### src/rtl/hswap_pkg.sv
package hswap_pkg;
  typedef enum logic [1:0] {
    ST_IDLE = 2'd0,
    ST_XFER = 2'd1,
    ST_GAP  = 2'd2,
    ST_DONE = 2'd3
  } seq_state_e;

  localparam int unsigned HW_BYTES = 2;
endpackage

### src/rtl/hswap_req_align.sv
module hswap_req_align #(
  parameter int unsigned ADDR_W = 32,
  parameter int unsigned LEN_W  = 12
) (
  input  logic [ADDR_W-1:0] addr_i,
  input  logic [ADDR_W-1:0] base_i,
  input  logic [LEN_W-1:0]  len_i,
  input  logic              bypass_i,
  output logic [ADDR_W-1:0] start_addr_o,
  output logic [LEN_W-1:0]  byte_cnt_o,
  output logic              zero_o
);
  logic [ADDR_W-1:0] merged;

  always_comb begin
    merged = addr_i | base_i;
    if (bypass_i) begin
      start_addr_o = merged;
      byte_cnt_o   = len_i;
    end else begin
      start_addr_o = {merged[ADDR_W-1:1], 1'b0};
      byte_cnt_o   = {len_i[LEN_W-1:1], 1'b0};
    end
    zero_o = (byte_cnt_o == '0);
  end
endmodule

### src/rtl/hswap_lane_swap.sv
module hswap_lane_swap #(
  parameter int unsigned DATA_W = 16
) (
  input  logic              bypass_i,
  input  logic [DATA_W-1:0] wr_i,
  input  logic [DATA_W-1:0] rd_i,
  output logic [DATA_W-1:0] wr_o,
  output logic [DATA_W-1:0] rd_o
);
  localparam int unsigned NB = DATA_W / 8;

  for (genvar g = 0; g < NB; g++) begin : g_lane
    localparam int unsigned SRC = NB - 1 - g;
    assign wr_o[8*g +: 8] = bypass_i ? wr_i[8*g +: 8] : wr_i[8*SRC +: 8];
    assign rd_o[8*g +: 8] = bypass_i ? rd_i[8*g +: 8] : rd_i[8*SRC +: 8];
  end
endmodule

### src/rtl/hswap_beat_seq.sv
module hswap_beat_seq
  import hswap_pkg::*;
#(
  parameter int unsigned ADDR_W      = 32,
  parameter int unsigned LEN_W       = 12,
  parameter int unsigned CHUNK_BYTES = 64
) (
  input  logic              clk_i,
  input  logic              rst_ni,
  input  logic              start_i,
  input  logic [ADDR_W-1:0] start_addr_i,
  input  logic [LEN_W-1:0]  byte_cnt_i,
  input  logic              zero_i,
  input  logic              write_i,
  input  logic              bypass_i,
  input  logic              mem_ready_i,
  output logic              idle_o,
  output logic              done_o,
  output logic              mem_req_o,
  output logic [ADDR_W-1:0] mem_addr_o,
  output logic [1:0]        mem_be_o,
  output logic              mem_last_o,
  output logic              beat_fire_o,
  output logic              write_o,
  output logic              bypass_o
);
  localparam int unsigned CHUNK_BEATS = CHUNK_BYTES / HW_BYTES;
  localparam int unsigned CB_W        = (CHUNK_BEATS > 1) ? $clog2(CHUNK_BEATS) : 1;
  localparam logic [CB_W-1:0] CB_LAST = CB_W'(CHUNK_BEATS - 1);

  seq_state_e        state_q, state_d;
  logic [ADDR_W-1:0] addr_q, addr_d;
  logic [LEN_W-1:0]  rem_q, rem_d;
  logic [CB_W-1:0]   cb_q, cb_d;
  logic              we_q, we_d;
  logic              byp_q, byp_d;

  logic last_beat, chunked, chunk_end, beat_fire;
  logic [LEN_W-1:0] step;

  always_comb begin
    last_beat = (rem_q <= LEN_W'(2));
    chunked   = we_q && !byp_q;
    chunk_end = chunked && (cb_q == CB_LAST) && !last_beat;
    beat_fire = (state_q == ST_XFER) && mem_ready_i;
    step      = (rem_q >= LEN_W'(2)) ? LEN_W'(2) : LEN_W'(1);
  end

  always_comb begin
    state_d = state_q;
    addr_d  = addr_q;
    rem_d   = rem_q;
    cb_d    = cb_q;
    we_d    = we_q;
    byp_d   = byp_q;
    unique case (state_q)
      ST_IDLE: if (start_i) begin
        addr_d  = start_addr_i;
        rem_d   = byte_cnt_i;
        cb_d    = '0;
        we_d    = write_i;
        byp_d   = bypass_i;
        state_d = zero_i ? ST_DONE : ST_XFER;
      end
      ST_XFER: if (beat_fire) begin
        addr_d = addr_q + ADDR_W'(HW_BYTES);
        rem_d  = rem_q - step;
        if (last_beat) begin
          state_d = ST_DONE;
        end else if (chunk_end) begin
          state_d = ST_GAP;
          cb_d    = '0;
        end else begin
          cb_d = cb_q + CB_W'(1);
        end
      end
      ST_GAP:  state_d = ST_XFER;
      ST_DONE: state_d = ST_IDLE;
      default: state_d = ST_IDLE;
    endcase
  end

  always_ff @(posedge clk_i or negedge rst_ni) begin
    if (!rst_ni) begin
      state_q <= ST_IDLE;
      addr_q  <= '0;
      rem_q   <= '0;
      cb_q    <= '0;
      we_q    <= 1'b0;
      byp_q   <= 1'b0;
    end else begin
      state_q <= state_d;
      addr_q  <= addr_d;
      rem_q   <= rem_d;
      cb_q    <= cb_d;
      we_q    <= we_d;
      byp_q   <= byp_d;
    end
  end

  assign idle_o      = (state_q == ST_IDLE);
  assign done_o      = (state_q == ST_DONE);
  assign mem_req_o   = (state_q == ST_XFER);
  assign mem_addr_o  = addr_q;
  assign mem_be_o    = (byp_q && rem_q == LEN_W'(1)) ? 2'b01 : 2'b11;
  assign mem_last_o  = mem_req_o && (last_beat || chunk_end);
  assign beat_fire_o = beat_fire;
  assign write_o     = we_q;
  assign bypass_o    = byp_q;


  addr_step_chk: assert property (@(posedge clk_i) disable iff (!rst_ni)
    (beat_fire && !last_beat) |=> (mem_addr_o == $past(mem_addr_o) + ADDR_W'(HW_BYTES)));


  chunk_gap_chk: assert property (@(posedge clk_i) disable iff (!rst_ni)
    (beat_fire && chunk_end) |=> (!mem_req_o ##1 mem_req_o));
endmodule

### src/rtl/hswap_dma_adapter.sv
module hswap_dma_adapter #(
  parameter int unsigned ADDR_W      = 32,
  parameter int unsigned LEN_W       = 12,
  parameter int unsigned CHUNK_BYTES = 64
) (
  input  logic              clk_i,
  input  logic              rst_ni,
  input  logic [ADDR_W-1:0] base_i,
  input  logic              req_valid_i,
  output logic              req_ready_o,
  input  logic [ADDR_W-1:0] req_addr_i,
  input  logic [LEN_W-1:0]  req_len_i,
  input  logic              req_write_i,
  input  logic              req_bypass_i,
  output logic              done_o,
  input  logic [15:0]       pdat_wr_i,
  output logic              pdat_wr_take_o,
  output logic [15:0]       pdat_rd_o,
  output logic              pdat_rd_valid_o,
  output logic              mem_req_o,
  input  logic              mem_ready_i,
  output logic              mem_we_o,
  output logic [ADDR_W-1:0] mem_addr_o,
  output logic [1:0]        mem_be_o,
  output logic              mem_last_o,
  output logic [15:0]       mem_wdata_o,
  input  logic [15:0]       mem_rdata_i
);
  logic [ADDR_W-1:0] start_addr;
  logic [LEN_W-1:0]  byte_cnt;
  logic              zero_len;
  logic              idle, beat_fire, we_q, byp_q, start;

  assign start = req_valid_i && idle;

  hswap_req_align #(.ADDR_W(ADDR_W), .LEN_W(LEN_W)) i_align (
    .addr_i      (req_addr_i),
    .base_i      (base_i),
    .len_i       (req_len_i),
    .bypass_i    (req_bypass_i),
    .start_addr_o(start_addr),
    .byte_cnt_o  (byte_cnt),
    .zero_o      (zero_len)
  );

  hswap_beat_seq #(.ADDR_W(ADDR_W), .LEN_W(LEN_W), .CHUNK_BYTES(CHUNK_BYTES)) i_seq (
    .clk_i       (clk_i),
    .rst_ni      (rst_ni),
    .start_i     (start),
    .start_addr_i(start_addr),
    .byte_cnt_i  (byte_cnt),
    .zero_i      (zero_len),
    .write_i     (req_write_i),
    .bypass_i    (req_bypass_i),
    .mem_ready_i (mem_ready_i),
    .idle_o      (idle),
    .done_o      (done_o),
    .mem_req_o   (mem_req_o),
    .mem_addr_o  (mem_addr_o),
    .mem_be_o    (mem_be_o),
    .mem_last_o  (mem_last_o),
    .beat_fire_o (beat_fire),
    .write_o     (we_q),
    .bypass_o    (byp_q)
  );

  hswap_lane_swap #(.DATA_W(16)) i_swap (
    .bypass_i(byp_q),
    .wr_i    (pdat_wr_i),
    .rd_i    (mem_rdata_i),
    .wr_o    (mem_wdata_o),
    .rd_o    (pdat_rd_o)
  );

  assign req_ready_o     = idle;
  assign mem_we_o        = we_q;
  assign pdat_wr_take_o  = beat_fire && we_q;
  assign pdat_rd_valid_o = beat_fire && !we_q;


  addr_even_chk: assert property (@(posedge clk_i) disable iff (!rst_ni)
    (mem_req_o && !byp_q) |-> (mem_addr_o[0] == 1'b0));


  stall_hold_chk: assert property (@(posedge clk_i) disable iff (!rst_ni)
    (mem_req_o && !mem_ready_i) |=> (mem_req_o && $stable(mem_addr_o) && $stable(mem_be_o)));


  done_pulse_chk: assert property (@(posedge clk_i) disable iff (!rst_ni)
    done_o |=> (!done_o && req_ready_o));


  idle_quiet_chk: assert property (@(posedge clk_i) disable iff (!rst_ni)
    req_ready_o |-> (!mem_req_o && !done_o));
endmodule

### config.mk
export PLATFORM = sky130hd
export DESIGN_NAME = hswap_dma_adapter
export DESIGN_NICKNAME = d
export VERILOG_FILES = /design/src/rtl/hswap_pkg.sv /design/src/rtl/hswap_req_align.sv /design/src/rtl/hswap_lane_swap.sv /design/src/rtl/hswap_beat_seq.sv /design/src/rtl/hswap_dma_adapter.sv
export SDC_FILE = /design/constraint.sdc
export NUM_CORES = 1
export LEC_CHECK = 0
export ABC_CLOCK_PERIOD_IN_PS = 3590
export BUFFER_PORTS_ARGS = -buffer_cell sky130_fd_sc_hd__buf_2
export CAP_MARGIN = 20
export CORE_MARGIN = 2
export CORE_UTILIZATION = 45
export DETAILED_ROUTE_END_ITERATION = 10
export PLACE_DENSITY = 0.79
export SYNTH_ARGS = -nofsm -noshare
export SYNTH_HDL_FRONTEND = slang
export SYNTH_SLANG_ARGS = --single-unit
### constraint.sdc
create_clock -name clk_i -period 3.59 [get_ports clk_i]
set_input_delay 0 -clock clk_i [delete_from_list [all_inputs] [get_ports clk_i]]
set_output_delay 0 -clock clk_i [all_outputs]
set_load 0.05 [all_outputs]
==> results of run 1 <==
synthesized netlist by cell type (3+ instances only):
cell type | n | share of area
a211oi_1 | 6 | 0.012
a21oi_1 | 27 | 0.036
a22o_1 | 6 | 0.014
a311oi_1 | 4 | 0.0092
a31oi_1 | 10 | 0.016
a41oi_1 | 7 | 0.016
and2_1 | 3 | 0.0049
and3_1 | 9 | 0.015
buf_2 | 7 | 0.0092
clkbuf_1 | 16 | 0.016
clkbuf_8 | 3 | 0.011
dfrtp_1 | 53 | 0.35
ha_1 | 5 | 0.016
inv_1 | 5 | 0.0049
mux2_2 | 33 | 0.098
nand2_1 | 34 | 0.034
nand3_1 | 13 | 0.017
nand4_1 | 8 | 0.013
nor2_1 | 35 | 0.035
nor3_1 | 19 | 0.025
nor4_1 | 7 | 0.012
nor4_4 | 3 | 0.017
o21ai_0 | 34 | 0.045
o22a_1 | 15 | 0.035
o22ai_1 | 3 | 0.0049
o311ai_0 | 6 | 0.014
o31ai_1 | 3 | 0.0059
o41ai_1 | 3 | 0.0069
or4_1 | 8 | 0.016
sequential cells by signal, indices dropped and copies added (netlist names):
| signal | flops |
|---|---|
| i_seq.cb_q | 5 |
| i_seq.write_o | 1 |
| i_seq.bypass_o | 1 |
| i_seq.mem_addr_o | 32 |
| i_seq.state_q | 2 |
| i_seq.rem_q | 12 |
cell families after synthesis:
family,share of synthesized area
compound gates,0.248
fa+ha+maj,0.0217
buf+inv,0.0467
flops,0.348
mux,0.103
other cells,0.000985
simple gates,0.231
placed cells by master (no fill, tap or decap), drive strengths merged, types with 9 or more instances in the layout:
cell / n
a21oi: 27
a31oi: 10
and3: 9
buf: 192
dfrtp: 53
dlygate4sd3: 18
mux2: 33
nand2: 34
nand3: 16
nor2: 36
nor3: 20
nor4: 10
o21ai: 35
o22a: 15
or4: 10
worst max-delay path, cell delays in order, from the launching register on:
cell,delay (ns)
dfrtp_1,0.47
or4_4,0.56
nor4_4,0.31
nor2b_1,0.24
ha_1,0.20
inv_1,0.06
fa_1,0.39
or3_1,0.41
nor3_2,0.24
a41oi_1,0.17
o22a_1,0.24
per-layer routing:
layer	vias to the layer above	part of all wire	global-route usage
met1	2052	0.40	0.322
met3	20	0.090	0.0486
li1	2030	-	-
met4	0	0.018	0.0762
met2	234	0.50	0.470
met5	-	0	0
power breakdown:
group | switching (mW) | internal (mW) | total (mW)
clock | 0.212 | 0.228 | 0.440
sequential | 0.358 | 0.856 | 1.21
combinational | 1.65 | 0.708 | 2.36
final timing paths:
path	slack, ns	endpoint	startpoint
worst min-delay path	0.009	i_seq.mem_addr_o[4]	req_addr_i[4]
max in group asynchronous	2.55	i_seq.state_q[0]	rst_ni
worst min register to register	0.51	i_seq.mem_addr_o[0]	i_seq.mem_addr_o[0]
min in group asynchronous	0.21	i_seq.mem_addr_o[25]	rst_ni
worst max-delay path	0.21	i_seq.rem_q[8]	i_seq.rem_q[4]
worst max register to register	0.21	i_seq.rem_q[8]	i_seq.rem_q[4]
repair_timing:
| item | in CTS | in global routing |
|---|---|---|
| resized for setup | 0 | 1 |
| endpoints found under the setup margin | 0 | 2 |
| hold buffers | 18 | 0 |
| hold endpoints to repair | 36 | 0 |
cell type report:
| type | instances | area share |
|---|---|---|
| clock inverter | 1 | 0.00593 |
| antenna | 1 | 0.000494 |
| sequential | 53 | 0.262 |
| timing repair buffer | 210 | 0.229 |
| multi-input combinational | 339 | 0.456 |
| tap | 105 | 0.0259 |
| inverter | 5 | 0.00371 |
| clock buffer | 7 | 0.0170 |
==> results.cfg, run 1 <==
[outcome]
status = finished, final reports clean

[setup_path]
r2r_cells = 10
crit_arrival_ns = 3.59
crit_fanout = 7
cp-start-kind = flop
cp.required_ns = 3.80
crit_type = flop to flop
cp-end-kind = flop

[detailed_routing]
drt_iter0_drc = 383
drcViolationCount = 0
drt_wl_total_um = 12400
wl_per_cell_um = 17.2
viasPerCell = 6.01
vias = 4336
dr.pass1.iters = 5
ant_nets = 0

[timing]
slew_viol_final = 0
maxSlewHeadroom = 0.508
max_freq_mhz = 296
clock_skew_ns = 0.0132
finalHoldViolations = 0
worst_slack_ns = 0.213
timing.final.crit_share = 0.941
fin_setup_tns_ns = 0
rsz0062_at_grt = false
tightest_slew_ns = 0.737
whs_ns = 0.00881
finalSetupViolCount = 0
fin_crit_ns = 3.38

[yosys]
yosys_warnings = 0
async_flop_share = 1.00
syn_inst = 427
syn_nets = 547
syn-cell-area_mm2 = 0.00381
ys_seq_area_frac = 0.348
ys_ff_latch = 53
synth_edf_count = 0
ys.flop_type = dfrtp_1
avgSynthCellArea_um2 = 8.91
ys_types = 57

[placed_design]
io_buffer_count = 185
dp_hpwl_um = 9030
pre_cts_ws_ns = 0.114
dpl_cell_area_mm2 = 0.00476
dp.cells = 694
place.gp.congestion = 0.985

[global_routing]
grtUsageTotal = 0.263
grt_overflow_total = 0
grt_antenna_before_repair = 1
grt_pass1_wl_um = 19100
grt_pass1_vias = 4050
grt_max_degree = 62

[layout]
drive_gt1_frac = 0.405
final_util = 0.616
instances_no_fill = 721
final_cell_area_mm2 = 0.00506
areaGrowthSynthToFinish_pct = 33.0
ff_latch_area_mm2 = 0.00133
final_nets = 734
fillers = 733
multiInputGateArea_mm2 = 0.00231

[floorplanning]
std_cell_rows = 33
coreArea_mm2 = 0.00822
initial_utilization = 0.463
dieArea_mm2 = 0.00921
die_height_um = 96.0
die_w_um = 96.0
top_level_ports = 187

[cts]
clk_pin_slew_ns = 0.10
cts_tree = done
postCtsSetupBuffers = 0
clock_path_buffers = 2
cts.sinks = 53
numCtsBuffers = 5
h-tree-depth = 2
clk_latency_ns = 0.32
root_buffer = clkbuf_8

[min_path]
worstHoldPathCells = 3
worst_hold_path_type = primary input to flop

[pwr]
peakVddDrop_mv = 0.450
p_leak_nw = 2.25
powerDensity_mw_per_mm2 = 793
p_total_mw = 4.02

[job]
drv_cap = 0
Power figures use the tool's default switching activity.
==> run 2, diff against run 1 <==
- CORE_ASPECT_RATIO: default -> 0.75
==> results.cfg, run 2 (same netlist as run 1, synthesis figures left out) <==
[detailed_routing]
drt_wl_total_um = 12200
drt_iter0_drc = 346
dr.pass1.iters = 5
drcViolationCount = 0
vias = 4276
viasPerCell = 5.97
ant_nets = 0
wl_per_cell_um = 17.0

[floorplanning]
top_level_ports = 187
initial_utilization = 0.456
dieArea_mm2 = 0.00922
coreArea_mm2 = 0.00835
die_w_um = 110
die_height_um = 83.6
std_cell_rows = 29

[cts]
clk_pin_slew_ns = 0.07
h-tree-depth = 2
cts_tree = done
root_buffer = clkbuf_16
clock_path_buffers = 2
cts.sinks = 53
clk_latency_ns = 0.29
numCtsBuffers = 5

[pwr]
peakVddDrop_mv = 0.685
p_leak_nw = 2.22
powerDensity_mw_per_mm2 = 806
p_total_mw = 4.04

[layout]
drive_gt1_frac = 0.413
final_cell_mix = buf_2, dfrtp_1, nor2_1, nand2_1, o21ai_0
largest_reg_flops = 32
layout_commonest_cell = buf_2
antenna_cells = 0
areaGrowthSynthToFinish_pct = 31.9
instances_no_fill = 716
final_nets = 727

[timing]
clock_skew_ns = 0.00648
finalSetupViolCount = 0
slew_viol_final = 0
finalHoldViolations = 0
worst_slack_ns = 0.210
rsz0062_at_grt = false
maxSlewHeadroom = 0.448
max_freq_mhz = 296
whs_ns = 0.00370
fin_setup_tns_ns = 0
fin_crit_ns = 3.38
tightest_slew_ns = 0.827
timing.final.crit_share = 0.941

[global_routing]
grt_antenna_before_repair = 0
grt_max_degree = 54
grt_pass1_vias = 4016
grt_pass1_wl_um = 19400
grt_overflow_total = 0
grtUsageTotal = 0.262

[placed_design]
dp_hpwl_um = 8810
io_buffer_count = 185
dp.cells = 698
pre_cts_ws_ns = 0.169
place.gp.congestion = 0.893

[setup_path]
crit_arrival_ns = 3.56
cp.required_ns = 3.77
cp-start-kind = flop
crit_type = flop to flop
crit_fanout = 7
cp-end-kind = flop

[outcome]
status = finished, final reports clean

[min_path]
worst_hold_path_type = primary input to flop

[job]
drv_cap = 0
## run 2: changes by cell type in the layout (fill, tap and decap cells not counted)
cell           delta
dlygate4sd3_1     -8
clkbuf_8          -6
clkbuf_16         +5
clkinv_2          +2
buf_4             +1
bufinv_16         -1
clkbuf_1          -1
clkinvlp_4        +1
diode_2           -1
## run 2: timing repair
item | CTS | global route
hold endpoints to repair | 59 | 0
resized for setup | 0 | 1
setup buffers | 0 | 0
hold buffers | 10 | 0
endpoints found under the setup margin | 0 | 2
## run 2: layout make-up
class	count	area, um^2
Clock inverter	3	17.5
Tap cell	108	135
Timing Repair Buffer	203	1090
Inverter	5	18.8
Multi-Input combinational cell	339	2310
Fill cell	737	3330
Clock buffer	5	125
Sequential cell	53	1330
## run 2: metrics by stage
stage	utilization	cell area (um^2)
2_1_floorplan	-	3810
3_3_place_gp	0.572	4770
3_5_place_dp	0.572	4770
4_1_cts	0.601	5010
5_1_grt	0.601	5020
6_report	0.601	5020
## run 2: path summary, 6_finish.rpt
kind | from | endpoint | slack (ns) | depth (start not counted)
worst max-delay path | i_seq.rem_q[4] | i_seq.rem_q[8] | 0.21 | 10
worst min-delay path | req_addr_i[0] | i_seq.mem_addr_o[0] | 0.004 | 3
worst max register to register | i_seq.rem_q[4] | i_seq.rem_q[8] | 0.21 | 10
worst min register to register | i_seq.mem_addr_o[0] | i_seq.mem_addr_o[0] | 0.49 | 2
max in group asynchronous | rst_ni | i_seq.rem_q[6] | 2.74 | 3
min in group asynchronous | rst_ni | i_seq.mem_addr_o[25] | 0.35 | 3
## run 2: per-layer routing
metal | vias up | part of all wire | global-route usage | routed length, um
li1 | 2017 | - | - | -
met1 | 2050 | 0.44 | 0.369 | 5310
met2 | 203 | 0.48 | 0.412 | 5780
met3 | 6 | 0.084 | 0.0539 | 1020
met4 | 0 | 0.0039 | 0.0625 | 47
met5 | - | 0 | 0 | 0
## run 2: worst max-delay path, stage by stage (launching register included)
cell,delay (ns)
dfrtp_1,0.46
or4_4,0.57
nor4_4,0.30
nor2b_1,0.24
ha_1,0.22
inv_1,0.06
fa_1,0.41
or3_1,0.41
nor3_2,0.22
a41oi_1,0.16
o22a_1,0.22
## run 2: power by group
group	leakage [nW]	switching [mW]	total [mW]	internal, mW
combinational	1.52	1.65	2.35	0.703
sequential	0.630	0.352	1.21	0.857
clock	0.0696	0.226	0.482	0.257
==> run 3, diff against run 2 <==
- HOLD_SLACK_MARGIN: default -> 0.03
==> results.cfg, run 3 (same netlist as run 1, synthesis figures left out) <==
[cts]
cts.sinks = 53
cts_tree = done
numCtsBuffers = 5
clk_latency_ns = 0.29
postCtsSetupBuffers = 0
root_buffer = clkbuf_16
clk_pin_slew_ns = 0.07
clock_path_buffers = 2
h-tree-depth = 2

[floorplanning]
die_height_um = 83.6
die_w_um = 110
coreArea_mm2 = 0.00835
initial_utilization = 0.456
std_cell_rows = 29
dieArea_mm2 = 0.00922
top_level_ports = 187

[setup_path]
cp.required_ns = 3.77
ff2ff_setup_slack_ns = 0.20
crit_arrival_ns = 3.57
r2r_cells = 10
crit_type = flop to flop
cp-start-kind = flop
worstReg2RegEnd = i_seq.rem_q[7]
worstReg2RegStart = i_seq.rem_q[4]
cp-end-kind = flop
crit_fanout = 7

[pwr]
power_switching_share = 0.550
peakVddDrop_mv = 0.687
internal_power_mw = 1.82
combPwrFrac = 0.583
p_leak_nw = 2.25
powerDensity_mw_per_mm2 = 795
power.switching_mw = 2.23
clkPwrFrac = 0.119
p_total_mw = 4.05
seqPwrFrac = 0.298

[layout]
multiInputGateArea_mm2 = 0.00231
final_util = 0.611
antenna_cells = 0
largest_reg_flops = 32
ff_latch_area_mm2 = 0.00133
drive_gt1_frac = 0.407
final_nets = 735
fillers = 727
areaGrowthSynthToFinish_pct = 34.0
layout_commonest_cell = buf_2
final_cell_mix = buf_2, dfrtp_1, nor2_1, nand2_1, o21ai_0
final_cell_area_mm2 = 0.00510

[placed_design]
dpl_cell_area_mm2 = 0.00477
dp_hpwl_um = 8810
place.gp.congestion = 0.893
pre_cts_ws_ns = 0.169
io_buffer_count = 185

[timing]
worst_slack_ns = 0.200
max_freq_mhz = 295
slew_viol_final = 0
clock_skew_ns = 0.00695
rsz0062_at_grt = false
maxSlewHeadroom = 0.443
tightest_slew_ns = 0.835
fin_setup_tns_ns = 0
finalHoldViolations = 0
timing.final.crit_share = 0.944
finalSetupViolCount = 0
fin_crit_ns = 3.39

[outcome]
status = finished, final reports clean

[global_routing]
grt_max_degree = 54
grt_antenna_before_repair = 0
grt_pass1_vias = 4070
grt_overflow_total = 0
grtUsageTotal = 0.264
grt_pass1_wl_um = 19500

[detailed_routing]
viasPerCell = 5.98
drt_wl_total_um = 12200
wl_per_cell_um = 16.9
dr.pass1.iters = 5
drcViolationCount = 0
drt_iter0_drc = 332
vias = 4327
ant_nets = 0

[min_path]
min_from = req_addr_i[17]
worstHoldPathCells = 3
hold_end = i_seq.mem_addr_o[17]
worst_hold_path_type = primary input to flop

[job]
drv_cap = 0
run 3: worst max-delay path by stage:
| stage | startpoint | cells past startpoint | endpoint | slack (ns) |
|---|---|---|---|---|
| 3_3_place_gp | i_seq.rem_q[4] | 10 | i_seq.rem_q[8] | 0.30 |
| 4_1_cts | i_seq.rem_q[4] | 10 | i_seq.rem_q[8] | 0.15 |
| 3_5_place_dp | i_seq.rem_q[4] | 10 | i_seq.rem_q[8] | 0.17 |
| 6_report | i_seq.rem_q[4] | 10 | i_seq.rem_q[7] | 0.20 |
| 5_1_grt | i_seq.rem_q[4] | 11 | i_seq.rem_q[6] | 0.02 |
| 2_1_floorplan | i_seq.rem_q[4] | 10 | i_seq.rem_q[8] | 0.31 |
run 3: per-stage QoR:
stage | hold WS [ns] | std cells
2_1_floorplan | -0.296 | 427
3_3_place_gp | 0.172 | 698
3_5_place_dp | 0.175 | 698
4_1_cts | 0.0315 | 724
5_1_grt | 0.0379 | 724
6_report | 0.0300 | 724
run 3: repair_timing:
| action | CTS | global route |
|---|---|---|
| gates resized for setup | 0 | 1 |
| endpoints found under the setup margin | 0 | 2 |
| hold buffers | 18 | 0 |
| endpoints found under the hold margin | 64 | 0 |
run 3: cell type report:
type | count | area share
clock inverter | 3 | 0.00344
timing repair buffer | 211 | 0.229
inverter | 5 | 0.00368
clock buffer | 5 | 0.0245
sequential | 53 | 0.260
tap | 108 | 0.0265
multi-input combinational | 339 | 0.453
run 3: routing by layer:
| metal | track usage | vias up | share of wire |
|---|---|---|---|
| li1 | - | 2033 | - |
| met1 | 0.369 | 2065 | 0.43 |
| met2 | 0.416 | 215 | 0.48 |
| met3 | 0.0546 | 14 | 0.085 |
| met4 | 0.0648 | 0 | 0.0059 |
| met5 | 0 | - | 0 |
run 3: worst max-delay path, stage by stage, from the launching register on:
cell     delay [ns]
dfrtp_1        0.46
or4_4          0.57
nor4_4         0.30
nor2b_1        0.24
buf_4          0.16
ha_1           0.22
nor2b_1        0.16
or4_1          0.48
nor4_1         0.32
a31oi_1        0.14
o22a_1         0.21
run 3: power by group through the flow:
stage	clock, mW	sequential, mW	combinational, mW
5_1_grt	0.510	1.25	2.50
4_1_cts	0.486	1.20	2.36
6_report	0.481	1.21	2.36
3_3_place_gp	0	1.18	2.29
2_1_floorplan	0	1.71	1.26
3_5_place_dp	0	1.20	2.34
